<file path="config.mk">
export PLATFORM = sky130hd
export DESIGN_NAME = stepped_timer
export DESIGN_NICKNAME = d
export VERILOG_FILES = /design/src/rtl/stimer_pkg.sv /design/src/rtl/stimer_counter.sv /design/src/rtl/stimer_snapshot.sv /design/src/rtl/stimer_alarm.sv /design/src/rtl/stepped_timer.sv
export SDC_FILE = /design/constraint.sdc
export NUM_CORES = 1
export LEC_CHECK = 0
export BUFFER_PORTS_ARGS = -buffer_cell sky130_fd_sc_hd__buf_2
export CAP_MARGIN = 0
export CORE_ASPECT_RATIO = 1.4
export CORE_UTILIZATION = 57
export CTS_BUF_LIST = sky130_fd_sc_hd__clkbuf_16
export DETAILED_ROUTE_END_ITERATION = 7
export HOLD_SLACK_MARGIN = 0.05
export PLACE_DENSITY = 0.86
export SLEW_MARGIN = 0
export SYNTH_ARGS = -nofsm -noshare
export SYNTH_HDL_FRONTEND = slang
export SYNTH_SLANG_ARGS = --single-unit
export TNS_END_PERCENT = 50
</file>
<file path="constraint.sdc">
create_clock -name clk -period 4.2 [get_ports clk]
set_clock_uncertainty 0.2 [all_clocks]
set_input_delay 0.84 -clock clk [delete_from_list [all_inputs] [get_ports clk]]
set_output_delay 0.84 -clock clk [all_outputs]
set_load 0.1 [all_outputs]
</file>
<file path="src/rtl/stimer_pkg.sv">
package stimer_pkg;

    typedef enum logic [3:0] {
        A_CTRL    = 4'h0,
        A_STEP    = 4'h1,
        A_STG_LO  = 4'h2,
        A_STG_HI  = 4'h3,
        A_APPLY   = 4'h4,
        A_SNAP    = 4'h5,
        A_SNAP_LO = 4'h6,
        A_SNAP_HI = 4'h7,
        A_ALM_LO  = 4'h8,
        A_ALM_HI  = 4'h9,
        A_IRQ     = 4'hA
    } reg_addr_e;

    typedef enum logic [1:0] {
        SNAP_EMPTY,
        SNAP_CAPTURE,
        SNAP_HELD
    } snap_state_e;

endpackage

</file>
<file path="src/rtl/stimer_counter.sv">
module stimer_counter #(
    parameter int CNT_W  = 64,
    parameter int STEP_W = 8
) (
    input  logic              clk,
    input  logic              rst_n,
    input  logic              tick_en,
    input  logic              src_sel,
    input  logic              apply,
    input  logic [CNT_W-1:0]  load_val,
    input  logic [STEP_W-1:0] step_a,
    input  logic [STEP_W-1:0] step_b,
    output logic [CNT_W-1:0]  count,
    output logic [CNT_W-1:0]  count_nxt,
    output logic              adv
);
    localparam int PAD_W = CNT_W - STEP_W;

    logic [STEP_W-1:0] step_sel;

    always_comb begin
        step_sel  = src_sel ? step_b : step_a;
        count_nxt = count + {{PAD_W{1'b0}}, step_sel};
        adv       = tick_en && !apply;
    end

    always_ff @(posedge clk or negedge rst_n) begin
        if (!rst_n)       count <= '0;
        else if (apply)   count <= load_val;
        else if (tick_en) count <= count_nxt;
    end

    a_r3_load_wins: assert property (@(posedge clk) disable iff (!rst_n)
        apply |=> count == $past(load_val));
    a_r2_hold_idle: assert property (@(posedge clk) disable iff (!rst_n)
        (!apply && !tick_en) |=> $stable(count));
endmodule

</file>
<file path="src/rtl/stimer_snapshot.sv">
module stimer_snapshot
    import stimer_pkg::*;
#(
    parameter int CNT_W = 64
) (
    input  logic             clk,
    input  logic             rst_n,
    input  logic             req,
    input  logic [CNT_W-1:0] count,
    output logic             valid,
    output logic [CNT_W-1:0] snap
);
    snap_state_e state, state_n;

    always_ff @(posedge clk or negedge rst_n) begin
        if (!rst_n) state <= SNAP_EMPTY;
        else        state <= state_n;
    end

    always_comb begin
        state_n = state;
        unique case (state)
            SNAP_EMPTY:   state_n = req ? SNAP_CAPTURE : SNAP_EMPTY;
            SNAP_CAPTURE: state_n = req ? SNAP_CAPTURE : SNAP_HELD;
            SNAP_HELD:    state_n = req ? SNAP_CAPTURE : SNAP_HELD;
            default:      state_n = SNAP_EMPTY;
        endcase
    end

    always_ff @(posedge clk or negedge rst_n) begin
        if (!rst_n)                     snap <= '0;
        else if (state == SNAP_CAPTURE) snap <= count;
    end

    assign valid = (state == SNAP_HELD);

    a_r4_valid_drops: assert property (@(posedge clk) disable iff (!rst_n)
        req |=> !valid);
    a_r4_frozen: assert property (@(posedge clk) disable iff (!rst_n)
        (valid && !req) |=> (valid && $stable(snap)));
endmodule

</file>
<file path="src/rtl/stimer_alarm.sv">
module stimer_alarm #(
    parameter int CNT_W = 64
) (
    input  logic             clk,
    input  logic             rst_n,
    input  logic             alm_en,
    input  logic             level_mode,
    input  logic             irq_en,
    input  logic             adv,
    input  logic [CNT_W-1:0] count,
    input  logic [CNT_W-1:0] count_nxt,
    input  logic [CNT_W-1:0] alarm,
    input  logic             clr,
    output logic             raw,
    output logic             irq
);
    logic hit_evt;
    logic hit_q;

    assign hit_evt = alm_en && adv && (count < alarm) && (count_nxt >= alarm);

    always_ff @(posedge clk or negedge rst_n) begin
        if (!rst_n) begin
            raw   <= 1'b0;
            hit_q <= 1'b0;
        end else begin
            hit_q <= hit_evt;
            if (hit_evt)  raw <= 1'b1;
            else if (clr) raw <= 1'b0;
        end
    end

    assign irq = irq_en && (level_mode ? raw : hit_q);

    a_r5_raw_on_cross: assert property (@(posedge clk) disable iff (!rst_n)
        hit_evt |=> raw);
    a_r6_disabled_silent: assert property (@(posedge clk) disable iff (!rst_n)
        !alm_en |=> !hit_q);
    a_r7_clear_takes: assert property (@(posedge clk) disable iff (!rst_n)
        (clr && !hit_evt) |=> !raw);
    a_r9_single_pulse: assert property (@(posedge clk) disable iff (!rst_n)
        hit_q |=> !hit_q);
endmodule

</file>
<file path="src/rtl/stepped_timer.sv">
module stepped_timer
    import stimer_pkg::*;
#(
    parameter int DATA_W        = 32,
    parameter int STEP_W        = 8,
    parameter int STEP_A_RESET  = 1,
    parameter int STEP_B_RESET  = 2
) (
    input  logic              clk,
    input  logic              rst_n,
    input  logic              tick_en,
    input  logic              src_sel,
    input  logic              wr_en,
    input  logic [3:0]        addr,
    input  logic [DATA_W-1:0] wdata,
    output logic [DATA_W-1:0] rdata,
    output logic              irq
);
    localparam int CNT_W  = 2 * DATA_W;
    localparam int CTRL_W = 3;

    logic [CTRL_W-1:0] ctrl_q;
    logic [STEP_W-1:0] step_a_q, step_b_q;
    logic [DATA_W-1:0] stg_lo_q, stg_hi_q, alm_lo_q, alm_hi_q;
    logic              apply_q;
    logic [CNT_W-1:0]  count, count_nxt, snap;
    logic              adv, snap_valid, raw;

    logic wr_apply, wr_snap, wr_clr;
    assign wr_apply = wr_en && (addr == A_APPLY) && wdata[0];
    assign wr_snap  = wr_en && (addr == A_SNAP)  && wdata[0];
    assign wr_clr   = wr_en && (addr == A_IRQ)   && wdata[0];

    always_ff @(posedge clk or negedge rst_n) begin
        if (!rst_n) begin
            ctrl_q   <= '0;
            step_a_q <= STEP_W'(STEP_A_RESET);
            step_b_q <= STEP_W'(STEP_B_RESET);
            stg_lo_q <= '0;
            stg_hi_q <= '0;
            alm_lo_q <= '0;
            alm_hi_q <= '0;
            apply_q  <= 1'b0;
        end else begin
            apply_q <= wr_apply;
            if (wr_en) begin
                case (addr)
                    A_CTRL:   ctrl_q   <= wdata[CTRL_W-1:0];
                    A_STEP: begin
                        step_a_q <= wdata[STEP_W-1:0];
                        step_b_q <= wdata[2*STEP_W-1:STEP_W];
                    end
                    A_STG_LO: stg_lo_q <= wdata;
                    A_STG_HI: stg_hi_q <= wdata;
                    A_ALM_LO: alm_lo_q <= wdata;
                    A_ALM_HI: alm_hi_q <= wdata;
                    default: ;
                endcase
            end
        end
    end

    a_r3_apply_self_clears: assert property (@(posedge clk) disable iff (!rst_n)
        (apply_q && !wr_apply) |=> !apply_q);

    stimer_counter #(.CNT_W(CNT_W), .STEP_W(STEP_W)) i_counter (
        .clk      (clk),
        .rst_n    (rst_n),
        .tick_en  (tick_en),
        .src_sel  (src_sel),
        .apply    (apply_q),
        .load_val ({stg_hi_q, stg_lo_q}),
        .step_a   (step_a_q),
        .step_b   (step_b_q),
        .count    (count),
        .count_nxt(count_nxt),
        .adv      (adv)
    );

    stimer_snapshot #(.CNT_W(CNT_W)) i_snapshot (
        .clk  (clk),
        .rst_n(rst_n),
        .req  (wr_snap),
        .count(count),
        .valid(snap_valid),
        .snap (snap)
    );

    stimer_alarm #(.CNT_W(CNT_W)) i_alarm (
        .clk       (clk),
        .rst_n     (rst_n),
        .alm_en    (ctrl_q[0]),
        .level_mode(ctrl_q[1]),
        .irq_en    (ctrl_q[2]),
        .adv       (adv),
        .count     (count),
        .count_nxt (count_nxt),
        .alarm     ({alm_hi_q, alm_lo_q}),
        .clr       (wr_clr),
        .raw       (raw),
        .irq       (irq)
    );

    always_comb begin
        rdata = '0;
        case (addr)
            A_CTRL:    rdata = {{(DATA_W-CTRL_W){1'b0}}, ctrl_q};
            A_STEP:    rdata = {{(DATA_W-2*STEP_W){1'b0}}, step_b_q, step_a_q};
            A_STG_LO:  rdata = stg_lo_q;
            A_STG_HI:  rdata = stg_hi_q;
            A_SNAP:    rdata = {{(DATA_W-1){1'b0}}, snap_valid};
            A_SNAP_LO: rdata = snap[DATA_W-1:0];
            A_SNAP_HI: rdata = snap[CNT_W-1:DATA_W];
            A_ALM_LO:  rdata = alm_lo_q;
            A_ALM_HI:  rdata = alm_hi_q;
            A_IRQ:     rdata = {{(DATA_W-1){1'b0}}, raw};
            default:   rdata = '0;
        endcase
    end
endmodule

</file>
* Word level (Yosys, flattened, before mapping)
Cells that the tools add are included.
Word-level totals: input bits 41, flip-flop bits (word level) 280, output and inout bits 33, word-level logic and storage cells 61
Operators by class: reductions and logical operators 23, muxes and demuxes 10, add/subtract/negate cells 1, magnitude comparators 2, equal/unequal tests 12
Operators with widths (count):
- 32-bit one-hot mux with 10 select lines | 1
- 64-bit two-way mux | 2
- 64-bit by 8-bit adder with 64-bit output | 1
- 64-bit >= comparator | 1
- 64-bit < comparator | 1
- 4-bit by 3-bit == test with 1-bit output (second input constant) | 4
- 4-bit == test (second input constant) | 3
- 2-bit AND reduction | 6
- 1-bit logical AND | 11
- 4-bit by 2-bit == test with 1-bit output (second input constant) | 2
- 8-bit two-way mux | 1
- 4-bit by 1-bit == test with 1-bit output (second input constant) | 1
- 4-bit zero test | 1
- 1-bit two-way mux | 4
- 2-bit one-hot mux with 2 select lines | 1
- 2-bit nonzero test | 2
- 2-bit by 1-bit == test with 1-bit output (second input constant) | 1
- 2-bit == test (second input constant) | 1
- 2-bit zero test | 1
- 2-bit two-way mux | 1
- 2-bit OR reduction | 1
- 1-bit zero test | 1

* Depth between registers and ports, before layout
Gate-level depths: netlist (run 1).
depth after elaboration 6, gate-level depth with buffers 20

* By module
From an unflattened synthesis (run 1), not the netlist that was laid out.
Unflattened totals: cells, all modules 1759, area total of the unflattened synthesis 18654.1 µm²
By module, submodules not included:
- stepped_timer | cells each 560, area each 7523.5 µm², times used 1
- stimer_counter | cells each 656, area each 5315.1 µm², times used 1
- stimer_alarm | cells each 397, area each 3011.6 µm², times used 1
- stimer_snapshot | cells each 146, area each 2803.9 µm², times used 1

* Worst setup path before layout (run 1)
OpenSTA, ideal clock, no wires.
path type input to register, from in src_sel, to reg i_alarm.raw, library setup time 0.133 ns, cell stages on the path 19, data arrival time 4.605 ns, required time 3.867 ns, setup slack -0.738 ns, path through clkbuf_1 > mux2_2 > ha_1 > buf_2 > o21ai_0 > a21oi_1 > o31ai_4 > buf_2 > nor3_2 > nand3_1 > xnor2_1 > ha_1 > a21o_1 > a221o_1 > a221oi_1 > o21ai_0 > nand2_1 > and3_1 > o21ai_0
On the way: longest elaborated chain between the ends 5
Ends and longest elaborated chain:
- start, declared | line stepped_timer.sv:12 | input logic src_sel,
- 8-bit two-way mux * | line stimer_counter.sv:22 | step_sel = src_sel ? step_b : step_a;
- 64-bit by 8-bit adder with 64-bit output * | line stimer_counter.sv:23 | count_nxt = count + {{PAD_W{1'b0}}, step_sel};
- 64-bit >= comparator * | line stimer_alarm.sv:20 | assign hit_evt = alm_en && adv && (count < alarm) && (count_nxt >= alarm);
- 1-bit logical AND * | line stimer_alarm.sv:20
- 1-bit two-way mux or 2-bit nonzero test (tied branches)
- end signal, assigned | line stimer_alarm.sv:24 | raw <= 1'b0;
- end signal, assigned | line stimer_alarm.sv:28 | if (hit_evt) raw <= 1'b1;
- end signal, assigned | line stimer_alarm.sv:29 | else if (clr) raw <= 1'b0;
- end, declared | line stimer_alarm.sv:14 | output logic raw,
Mark *: on every way between the ends. The rest lies on a longest branch, timed or not. A chain may end at the register's enable or synchronous reset.

* Worst setup path in the final report (run 1)
from reg step_a_q[0], to reg i_alarm.raw
On the way: longest elaborated chain between the ends 5
Ends and longest elaborated chain:
- start, declared | line stepped_timer.sv:23 | logic [STEP_W-1:0] step_a_q, step_b_q;
- start signal, assigned | line stepped_timer.sv:37 | step_a_q <= STEP_W'(STEP_A_RESET);
- start signal, assigned | line stepped_timer.sv:50 | step_a_q <= wdata[STEP_W-1:0];
- 8-bit two-way mux * | line stimer_counter.sv:22
- 64-bit by 8-bit adder with 64-bit output * | line stimer_counter.sv:23
- 64-bit >= comparator * | line stimer_alarm.sv:20
- 1-bit logical AND * | line stimer_alarm.sv:20
- 1-bit two-way mux or 2-bit nonzero test (tied branches)
Marked as above.

==> results.toml, run 1 <==
[status]
status = "finished with violations"
violations = "negative setup slack"

[cts]
numCtsBuffers = 27
cts.clk_slew.worst_paths_ps = 70
htreeDepth = 1
clk_latency_ps = 570
clk_path_buf_depth = 3
clock-sinks = 280
hold_buffers = 0
cts_tree = "yes"
cts-root-buf = "clkbuf_16"

[synth]
yosysSeqAreaShare = 0.4019
synth_warnings = 0
synthCells = 1676
synth_cell_types = 79
synth_area_leaders = "dfrtp_1 (40%), mux2_2 (15%), ha_1 (10%), a22oi_1 (3.6%), xnor2_1 (3.5%)"
yosysTopAreaCellShare = 0.3989
syn_nets = 1857
async_flop_share = 1.000
avgSynthCellArea_um2 = 10.41
ys_ff_latch = 280
syn_area_mm2 = 0.01744
synth_ff_type = "dfrtp_1"
synth_top_area_cell = "dfrtp_1"
synth_edf_count = 0

[global_route]
grt_use_total = 0.3662
grt_first_pass_wirelength_um = 86970
overflow = 0
antenna_found_initial = 0
grt_pass1_vias = 15510
grt_max_degree = 89

[worst_setup_path]
worstSetupPathType = "reg2reg"
crit_chain = "mux2_4, ha_4, inv_2, fa_2, nor2b_1, o21a_2, o21ai_4, buf_12, a2111oi_4, buf_4, nand3_1, xnor2_1, ha_1, and4_1, a221oi_2, o21ai_1, nand2_1, and3_1, o21ai_1"
crit_arrival_ps = 4500
cp_slowest_cell = "dfstp_2"
crit_path_end_kind = "register"
worst_path_most_repeated_cell = "o21ai_1"
critPathMaxStageDelay_ps = 560
crit_required_ps = 4420
critPathMaxFanout = 8
rrSetupSlack_ps = -80
cp-start-kind = "register"

[placed_design]
post-dp-hpwl_um = 39540
placed_cell_area_mm2 = 0.01924
portBuffers = 73
globalplace.congestion = 1.043

[sta]
drv_slew = 0
min_period_over_period = 1.020
relSlewSlack = 0.3183
hold_violations = 0
finalSetupViolCount = 2
fin_tns_setup_ps = -140.7
fin_ws_ps = -82.30
worstMarginPinSlew_ps = 1023
min_period_ps = 4282
timing.fmax_mhz = 233.5
rsz0062_at_grt = "yes"

[worst_hold_path]
hold_class = "in2async"

[floorplan]
core-area_mm2 = 0.03003
die_h_um = 209.0
rows = 75
initial_core_util = 0.5808
die-area_mm2 = 0.03131
ioPinCount = 74
chipWidth_um = 149.8

[finish]
fin_area_mm2 = 0.02033
drive_above_1_share = 0.3015
final_common_cell = "dfrtp_1"
multi_input_area_mm2 = 0.009911
diodes = 0
seq_area_mm2 = 0.007010
fin_util = 0.6771
fillers = 2229
areaGrowthSynthToFinish_pct = 16.57
fin_nets = 2005
layout_common_cells = "dfrtp_1 (277), mux2_2 (228), ha_1 (136)"

[power]
ir_drop_mv = 0.4017
power_density_mw_per_mm2 = 583.3
p_leak_nw = 9.057

[detailed_routing]
firstDrtPassIters = 6
drt_iter0_drc = 1280
routed_wl_um = 55880
antenna_left = 0
drc = 0
met3WireLength_um = 3956
wl_met2_um = 27200
routedWlPerCell_um = 25.07
top_layer = "met4"
routed_via_density = 6.603
m1WireLength_um = 19710
via_count = 14720

[job]
max-cap-violations = 0
## stage by stage
stage / hold slack, ps / setup WS [ps] / cells / power (W)
CTS: 105.2 / -50.71 / 2223 / 0.01171
global placement: 277.8 / -839.1 / 2172 / 0.008802
global route: 151.7 / -248.9 / 2229 / 0.01246
floorplan: 264.8 / -294.7 / 1676 / 0.007099
finish: 95.82 / -82.30 / 2229 / 0.01186
detailed placement: 296.5 / -868.1 / 2172 / 0.009017
## area by class of cell
type / count / share of cell area
clock inverter: 22 / 0.01157
tap: 385 / 0.02369
multi-input combinational: 1223 / 0.4874
sequential: 280 / 0.3448
inverter: 80 / 0.01477
timing repair buffer: 212 / 0.08449
clock buffer: 27 / 0.03323
## routing by layer
metal | up-vias | global-route usage
li1 | 6421 | -
met1 | 7176 | 0.4157
met2 | 822 | 0.6125
met3 | 298 | 0.04760
met4 | 0 | 0.2961
met5 | - | 0
## sequential cells by signal, indices dropped and copies added (netlist names)
register          flops
i_alarm.raw           1
step_b_q              8
step_a_q              8
stg_lo_q             32
apply_q               1
i_snapshot.state      2
i_counter.count      64
ctrl_q                3
i_snapshot.snap      64
i_alarm.hit_q         1
stg_hi_q             32
alm_lo_q             32
alm_hi_q             32
## kinds of logic after synthesis
family                   Yosys count  synth area share
XOR/XNOR                         105           0.05273
flip-flops                       280            0.4019
AND/OR/NAND/NOR                  449            0.1354
adder cells (fa/ha/maj)          140            0.1009
buffers and inverters            173           0.04240
multiplexers                     235            0.1513
AO/OA/AOI/OAI                    294            0.1155
## cell usage after synthesis, drive strengths merged (2+ instances only)
cell type,count
dfstp,2
a21boi,2
a31oi,8
o31ai,3
o211ai,11
nor3,26
or3,12
o21ai,72
nand2b,9
ha,139
a222oi,14
nor2b,7
a2111oi,6
a211oi,6
nand4,45
nand2,132
xor2,36
nand3,78
buf,39
mux2i,6
a21o,16
a22oi,83
clkbuf,52
mux2,229
or4b,2
nor4,15
o21a,6
a21oi,48
nand3b,4
or2,2
and2,14
and4,15
and3,20
a221oi,6
dfrtp,278
nor2,63
o21bai,3
xnor2,69
inv,80
a2bb2oi,2
or4,3
## critical path, delay by kind of cell, from the launching register on
family	cells	cell delay, ps
simple gates	5	690
flops	1	560
xor+xnor	1	150
buf+inv	3	450
fa+ha+maj	3	760
compound gates	6	1190
mux	1	160
## power by group
| part | internal [W] | switching (W) | total, W |
|---|---|---|---|
| sequential | 0.00342 | 0.000755 | 0.00418 |
| combinational | 0.00230 | 0.00282 | 0.00512 |
| clock | 0.00147 | 0.00109 | 0.00257 |
| total | 0.00719 | 0.00467 | 0.0119 |
## what timing repair did
item,4_1_cts,5_1_grt
setup buffers,2,7
gates resized for setup,18,12
hold endpoints to repair,0,0
pin swaps,13,19
endpoints found under the setup margin,2,2
## final timing paths
path / from / to / cells past startpoint
setup reg to reg: step_a_q[0]$_DFFE_PN1P_ / i_alarm.raw$_DFFE_PN0P_ / 19
setup / recovery: step_a_q[0]$_DFFE_PN1P_ / i_alarm.raw$_DFFE_PN0P_ / 19
max in group asynchronous: rst_n / step_a_q[0]$_DFFE_PN1P_ / 2
min in group clk: stg_hi_q[23]$_DFFE_PN0P_ / i_counter.count[55]$_DFFE_PN0P_ / 2
hold / removal: rst_n / stg_lo_q[19]$_DFFE_PN0P_ / 1
hold reg to reg: stg_hi_q[23]$_DFFE_PN0P_ / i_counter.count[55]$_DFFE_PN0P_ / 2
(Power assumes the default switching activity.)
==> inputs of run 2 (changes only) <==
==> constraint.sdc (replaced) <==
create_clock -name clk -period 3.5 [get_ports clk]
set_clock_uncertainty 0.2 [all_clocks]
set_input_delay 0.7 -clock clk [delete_from_list [all_inputs] [get_ports clk]]
set_output_delay 0.7 -clock clk [all_outputs]
set_load 0.1 [all_outputs]
==> results.toml, run 2 (synthesized netlist as in run 1, its figures left out) <==
[status]
status = "finished with violations"
violations = "negative setup slack"

[global_route]
grt_use_total = 0.3861
grt_first_pass_wirelength_um = 91190
antenna_found_initial = 0
grt.met1_usage = 0.4251
grt_max_degree = 92
overflow = 0
grt_pass1_vias = 16220
use_met2 = 0.6454
grt_busiest_layer = "met2"
use_met3 = 0.06703

[worst_setup_path]
crit_required_ps = 3800
critPathMaxStageDelay_ps = 390
crit_path_end_kind = "register"
worst_path_most_repeated_cell = "o21a_1"
cp-start-kind = "register"
crit_chain = "mux2_4, ha_4, inv_2, fa_2, nor2b_2, o21a_2, buf_6, o21a_1, o21a_1, buf_4, or3_4, and2_4, ha_4, and3_4, buf_4, o211ai_1, o21a_1, o21ai_2, a32oi_1, and3_4, o21ai_1"
worstSetupPathType = "reg2reg"
crit_arrival_ps = 4590
cp_slowest_cell = "dfstp_2"
crit_family = "compound AO/OA/AOI/OAI gates"
critPathMaxFanout = 2
path_buf_inv = 4

[finish]
fillers = 2100
final_common_cell = "dfrtp_1"
areaGrowthSynthToFinish_pct = 22.89
multi_input_area_mm2 = 0.009952
diodes = 0
fin_area_mm2 = 0.02143
layout_common_cells = "dfrtp_1 (277), mux2_2 (227), buf_4 (216)"
fin_nets = 2098
seq_area_mm2 = 0.007010
top_regs = "i_counter.count: 64 flops, i_snapshot.snap: 64 flops"
fin_cells = 2322
drive_above_1_share = 0.3376

[floorplan]
core-area_mm2 = 0.03003
rows = 75
ioPinCount = 74
die_h_um = 209.0
chipWidth_um = 149.8
initial_core_util = 0.5808
die-area_mm2 = 0.03131

[power]
ir_drop_mv = 0.4316
finalPower_w = 0.01490
p_leak_nw = 9.625
power_density_mw_per_mm2 = 695.1

[detailed_routing]
routedWlPerCell_um = 25.39
antenna_left = 0
drt_iter0_drc = 1388
firstDrtPassIters = 7
via_count = 15310
routed_via_density = 6.593
routed_wl_um = 58950
drc = 0

[cts]
clk_path_buf_depth = 3
numCtsBuffers = 28
clk_latency_ps = 570
cts-root-buf = "clkbuf_16"
cts_tree = "yes"
cts.clk_slew.worst_paths_ps = 70
clock-sinks = 280
htreeDepth = 1

[sta]
fin_tns_setup_ps = -1553
timing.fmax_mhz = 233.1
rsz0062_at_grt = "yes"
fin_ws_ps = -790.8
min_period_ps = 4291
relSlewSlack = 0.4517
finalSetupViolCount = 2
hold_ws_ps = 201.9
drv_slew = 0
min_period_over_period = 1.226
worstMarginPinSlew_ps = 822.4
hold_violations = 0

[placed_design]
dp_cells = 2260
post-dp-hpwl_um = 42210
placed_cell_area_mm2 = 0.02025
portBuffers = 73
globalplace.congestion = 1.045

[job]
max-cap-violations = 0

[worst_hold_path]
hold_class = "in2reg"
run 2: cell count changes in the layout (fill, tap and decap cells not counted), sizes merged:
cell | previous run | this run
buf | 212 | 303
clkbuf | 27 | 29
clkinvlp | 4 | 1
dlygate4sd3 | 0 | 1
inv | 83 | 85
run 2: worst paths after layout:
| check | start | endpoint | slack, ps | cells past startpoint |
|---|---|---|---|---|
| max | step_a_q[0]$_DFFE_PN1P_ | i_alarm.raw$_DFFE_PN0P_ | -790 | 21 |
| min | wdata[18] | stg_lo_q[18]$_DFFE_PN0P_ | 200 | 2 |
| max reg2reg | step_a_q[0]$_DFFE_PN1P_ | i_alarm.raw$_DFFE_PN0P_ | -790 | 21 |
| min reg2reg | i_snapshot.snap[12]$_DFFE_PN0N_ | i_snapshot.snap[12]$_DFFE_PN0N_ | 310 | 1 |
| max in group asynchronous | rst_n | i_snapshot.snap[28]$_DFFE_PN0N_ | 1730 | 3 |
| min in group asynchronous | rst_n | stg_hi_q[17]$_DFFE_PN0P_ | 550 | 2 |
run 2: per-stage QoR:
stage | util | setup WS, ps
after global routing | 0.7138 | -889.9
final | 0.7138 | -790.8
after detailed placement | 0.6745 | -1453
after global placement | 0.6745 | -1285
after floorplan | - | -854.2
after CTS | 0.7129 | -691.9
run 2: report_power, final:
| group | total [W] | internal (W) | leakage [nW] | switching (W) |
|---|---|---|---|---|
| clock network | 0.00315 | 0.00186 | 0.480 | 0.00130 |
| registers | 0.00485 | 0.00411 | 3.43 | 0.000741 |
| logic | 0.00690 | 0.00317 | 5.71 | 0.00373 |
run 2: final cells by class:
class | count | area share
Timing Repair Buffer | 304 | 0.1279
Tap cell | 385 | 0.02247
Sequential cell | 280 | 0.3271
Multi-Input combinational cell | 1223 | 0.4643
Inverter | 80 | 0.01401
Clock inverter | 21 | 0.01039
Clock buffer | 29 | 0.03386
run 2: worst reg2reg max path: cells and delay by family (launching register included):
| kind | cells | cell delay, ps |
|---|---|---|
| adders and majority gates | 3 | 650 |
| AOI/OAI and AO/OA | 8 | 1320 |
| DFF | 1 | 390 |
| buffers and inverters | 4 | 420 |
| muxes | 1 | 280 |
| and+or+nand+nor | 5 | 960 |
run 2: per-layer routing:
metal  vias to the layer above  wire length (µm)
li1                       6584                 -
met2                       850             28790
met5                         -                 0
met4                         0              5533
met1                      7526             20350
met3                       350              4270
run 2: what timing repair did:
item                                    in CTS  in global routing
hold buffers                                 1                  0
endpoints found under the setup margin       2                  2
setup buffers                               11                  0
pin swaps                                   27                  6
gates cloned                                 0                  0
endpoints found under the hold margin       84                  0
resized for setup                           25                 10
==> inputs of run 3 (changes only) <==
--- a/config.mk
+++ b/config.mk
@@ -8,11 +8,11 @@
 export BUFFER_PORTS_ARGS = -buffer_cell sky130_fd_sc_hd__buf_2
 export CAP_MARGIN = 0
 export CORE_ASPECT_RATIO = 1.4
-export CORE_UTILIZATION = 57
+export CORE_UTILIZATION = 30
 export CTS_BUF_LIST = sky130_fd_sc_hd__clkbuf_16
 export DETAILED_ROUTE_END_ITERATION = 7
 export HOLD_SLACK_MARGIN = 0.05
-export PLACE_DENSITY = 0.86
+export PLACE_DENSITY = 0.54
 export SLEW_MARGIN = 0
 export SYNTH_ARGS = -nofsm -noshare
 export SYNTH_HDL_FRONTEND = slang
==> results.toml, run 3 (synthesized netlist as in run 1, its figures left out) <==
[finish]
final_common_cell = "dfrtp_1"
fin_area_mm2 = 0.02183
fin_nets = 2089
drive_above_1_share = 0.3345
areaGrowthSynthToFinish_pct = 25.15
layout_common_cells = "dfrtp_1 (276), mux2_2 (228), buf_4 (204)"
multi_input_area_mm2 = 0.009955
fin_cells = 2676
fillers = 5726
seq_area_mm2 = 0.007012
top_regs = "i_counter.count: 64 flops, i_snapshot.snap: 64 flops"

[floorplan]
die_h_um = 287.3
core-area_mm2 = 0.05752
rows = 104
ioPinCount = 74
die-area_mm2 = 0.05912
initial_core_util = 0.3033
chipWidth_um = 205.8

[global_route]
grt_max_degree = 76
grt_first_pass_wirelength_um = 95530
overflow = 0
grt_use_total = 0.2150
antenna_found_initial = 2
grt_pass1_vias = 15270

[detailed_routing]
antenna_left = 0
routed_via_density = 5.404
routedWlPerCell_um = 23.54
via_count = 14460
firstDrtPassIters = 6
drt_iter0_drc = 901
drc = 0
routed_wl_um = 63000

[cts]
cts-root-buf = "clkbuf_16"
clock-sinks = 280
clk_latency_ps = 590
numCtsBuffers = 29
cts.clk_slew.worst_paths_ps = 70
clk_path_buf_depth = 3
cts_tree = "yes"
htreeDepth = 1

[sta]
finalSetupViolCount = 2
min_period_ps = 4288
rsz0062_at_grt = "yes"
relSlewSlack = 0.4875
drv_slew = 0
timing.fmax_mhz = 233.2
fin_ws_ps = -787.9
hold_violations = 0
worstMarginPinSlew_ps = 767.7
min_period_over_period = 1.225

[placed_design]
globalplace.congestion = 0.9879
post-dp-hpwl_um = 47050
dp_cells = 2614
dp_slack_ps = -1474
portBuffers = 73
placed_cell_area_mm2 = 0.02073

[worst_setup_path]
crit_arrival_ps = 4540
critPathMaxFanout = 4
crit_path_end_kind = "register"
rrSetupSlack_ps = -790
worstSetupPathType = "reg2reg"
r2r-start = "step_a_q[0]$_DFFE_PN1P_"
reg2reg_to = "i_alarm.raw$_DFFE_PN0P_"
r2r_cells = 20
crit_required_ps = 3750
cp-start-kind = "register"

[power]
power_density_mw_per_mm2 = 672.1
finalPower_w = 0.01467
ir_drop_mv = 0.3400
p_leak_nw = 9.568

[worst_hold_path]
worstHoldStart = "wdata[16]"
hold_class = "in2reg"
hold_depth = 2
whs_endpoint = "stg_hi_q[16]$_DFFE_PN0P_"

[status]
status = "finished with violations"
violations = "negative setup slack"

[job]
max-cap-violations = 0
## run 3: cell count changes in the layout (fill, tap and decap cells not counted), moves of 3 or more
cell / before / now
nand2_1: 130 / 125
nand2_2: 2 / 7
diode_2: 0 / 3
inv_1: 83 / 80
o21ai_1: 7 / 4
clkinv_2: 3 / 9
nor2_2: 7 / 4
buf_4: 216 / 204
buf_12: 43 / 46
## run 3: area by class of cell
| cell class | instances | area share |
|---|---|---|
| clock buffers | 29 | 0.03325 |
| diodes | 3 | 0.0003439 |
| flip-flops and latches | 280 | 0.3212 |
| repair buffers | 294 | 0.1237 |
| well taps | 742 | 0.04253 |
| inverters | 80 | 0.01376 |
| clock inverters | 25 | 0.009171 |
| multi-input cells | 1223 | 0.4560 |
## run 3: routing by layer
layer / up-vias / part of all wire / global-route usage
li1: 6587 / - / -
met1: 7305 / 0.37 / 0.2358
met2: 405 / 0.52 / 0.3937
met3: 164 / 0.038 / 0.02483
met4: 0 / 0.066 / 0.1268
met5: - / 0 / 0
## run 3: how the worst max path moves through the flow
stage / startpoint / end / cells past startpoint
floorplan: src_sel / i_alarm.raw$_DFFE_PN0P_ / 20
global placement: src_sel / i_alarm.raw$_DFFE_PN0P_ / 21
detailed placement: src_sel / i_alarm.raw$_DFFE_PN0P_ / 21
CTS: step_a_q[0]$_DFFE_PN1P_ / i_alarm.raw$_DFFE_PN0P_ / 20
global route: step_a_q[1]$_DFFE_PN0P_ / i_alarm.raw$_DFFE_PN0P_ / 22
finish: step_a_q[0]$_DFFE_PN1P_ / i_alarm.raw$_DFFE_PN0P_ / 20
## run 3: power breakdown
group | leakage (nW) | total [W] | switching, W | internal, W
registers | 3.43 | 0.00481 | 0.000703 | 0.00411
logic | 5.67 | 0.00673 | 0.00365 | 0.00308
clock network | 0.462 | 0.00313 | 0.00140 | 0.00173
## run 3: worst max-delay path, cell delays in order (launching register included)
cell	delay, ps
dfstp_2	560
mux2_4	160
ha_4	120
inv_2	30
fa_2	330
nor2b_1	150
o21a_1	190
o21ai_4	80
buf_6	150
a211oi_1	200
buf_4	200
nand4_1	120
xnor2_1	180
ha_1	250
and2_0	150
a221o_1	310
a221oi_2	270
o21ai_1	120
nand2_1	70
and3_1	200
o21ai_1	80
## run 3: metrics by stage
step | util | hold slack (ps) | setup TNS [ps]
after floorplan | - | 204.4 | -1693
after global placement | 0.3604 | 291.6 | -8920
after detailed placement | 0.3604 | 293.2 | -10130
after CTS | 0.3791 | 166.2 | -1482
after global routing | 0.3795 | 175.5 | -1926
final | 0.3795 | 188.9 | -1535
## run 3: timing repair
action / in CTS / in global routing
resized for setup: 21 / 4
hold endpoints to repair: 52 / 0
hold buffers: 1 / 0
endpoints found under the setup margin: 3 / 3
setup buffers: 4 / 0
pin swaps: 21 / 3
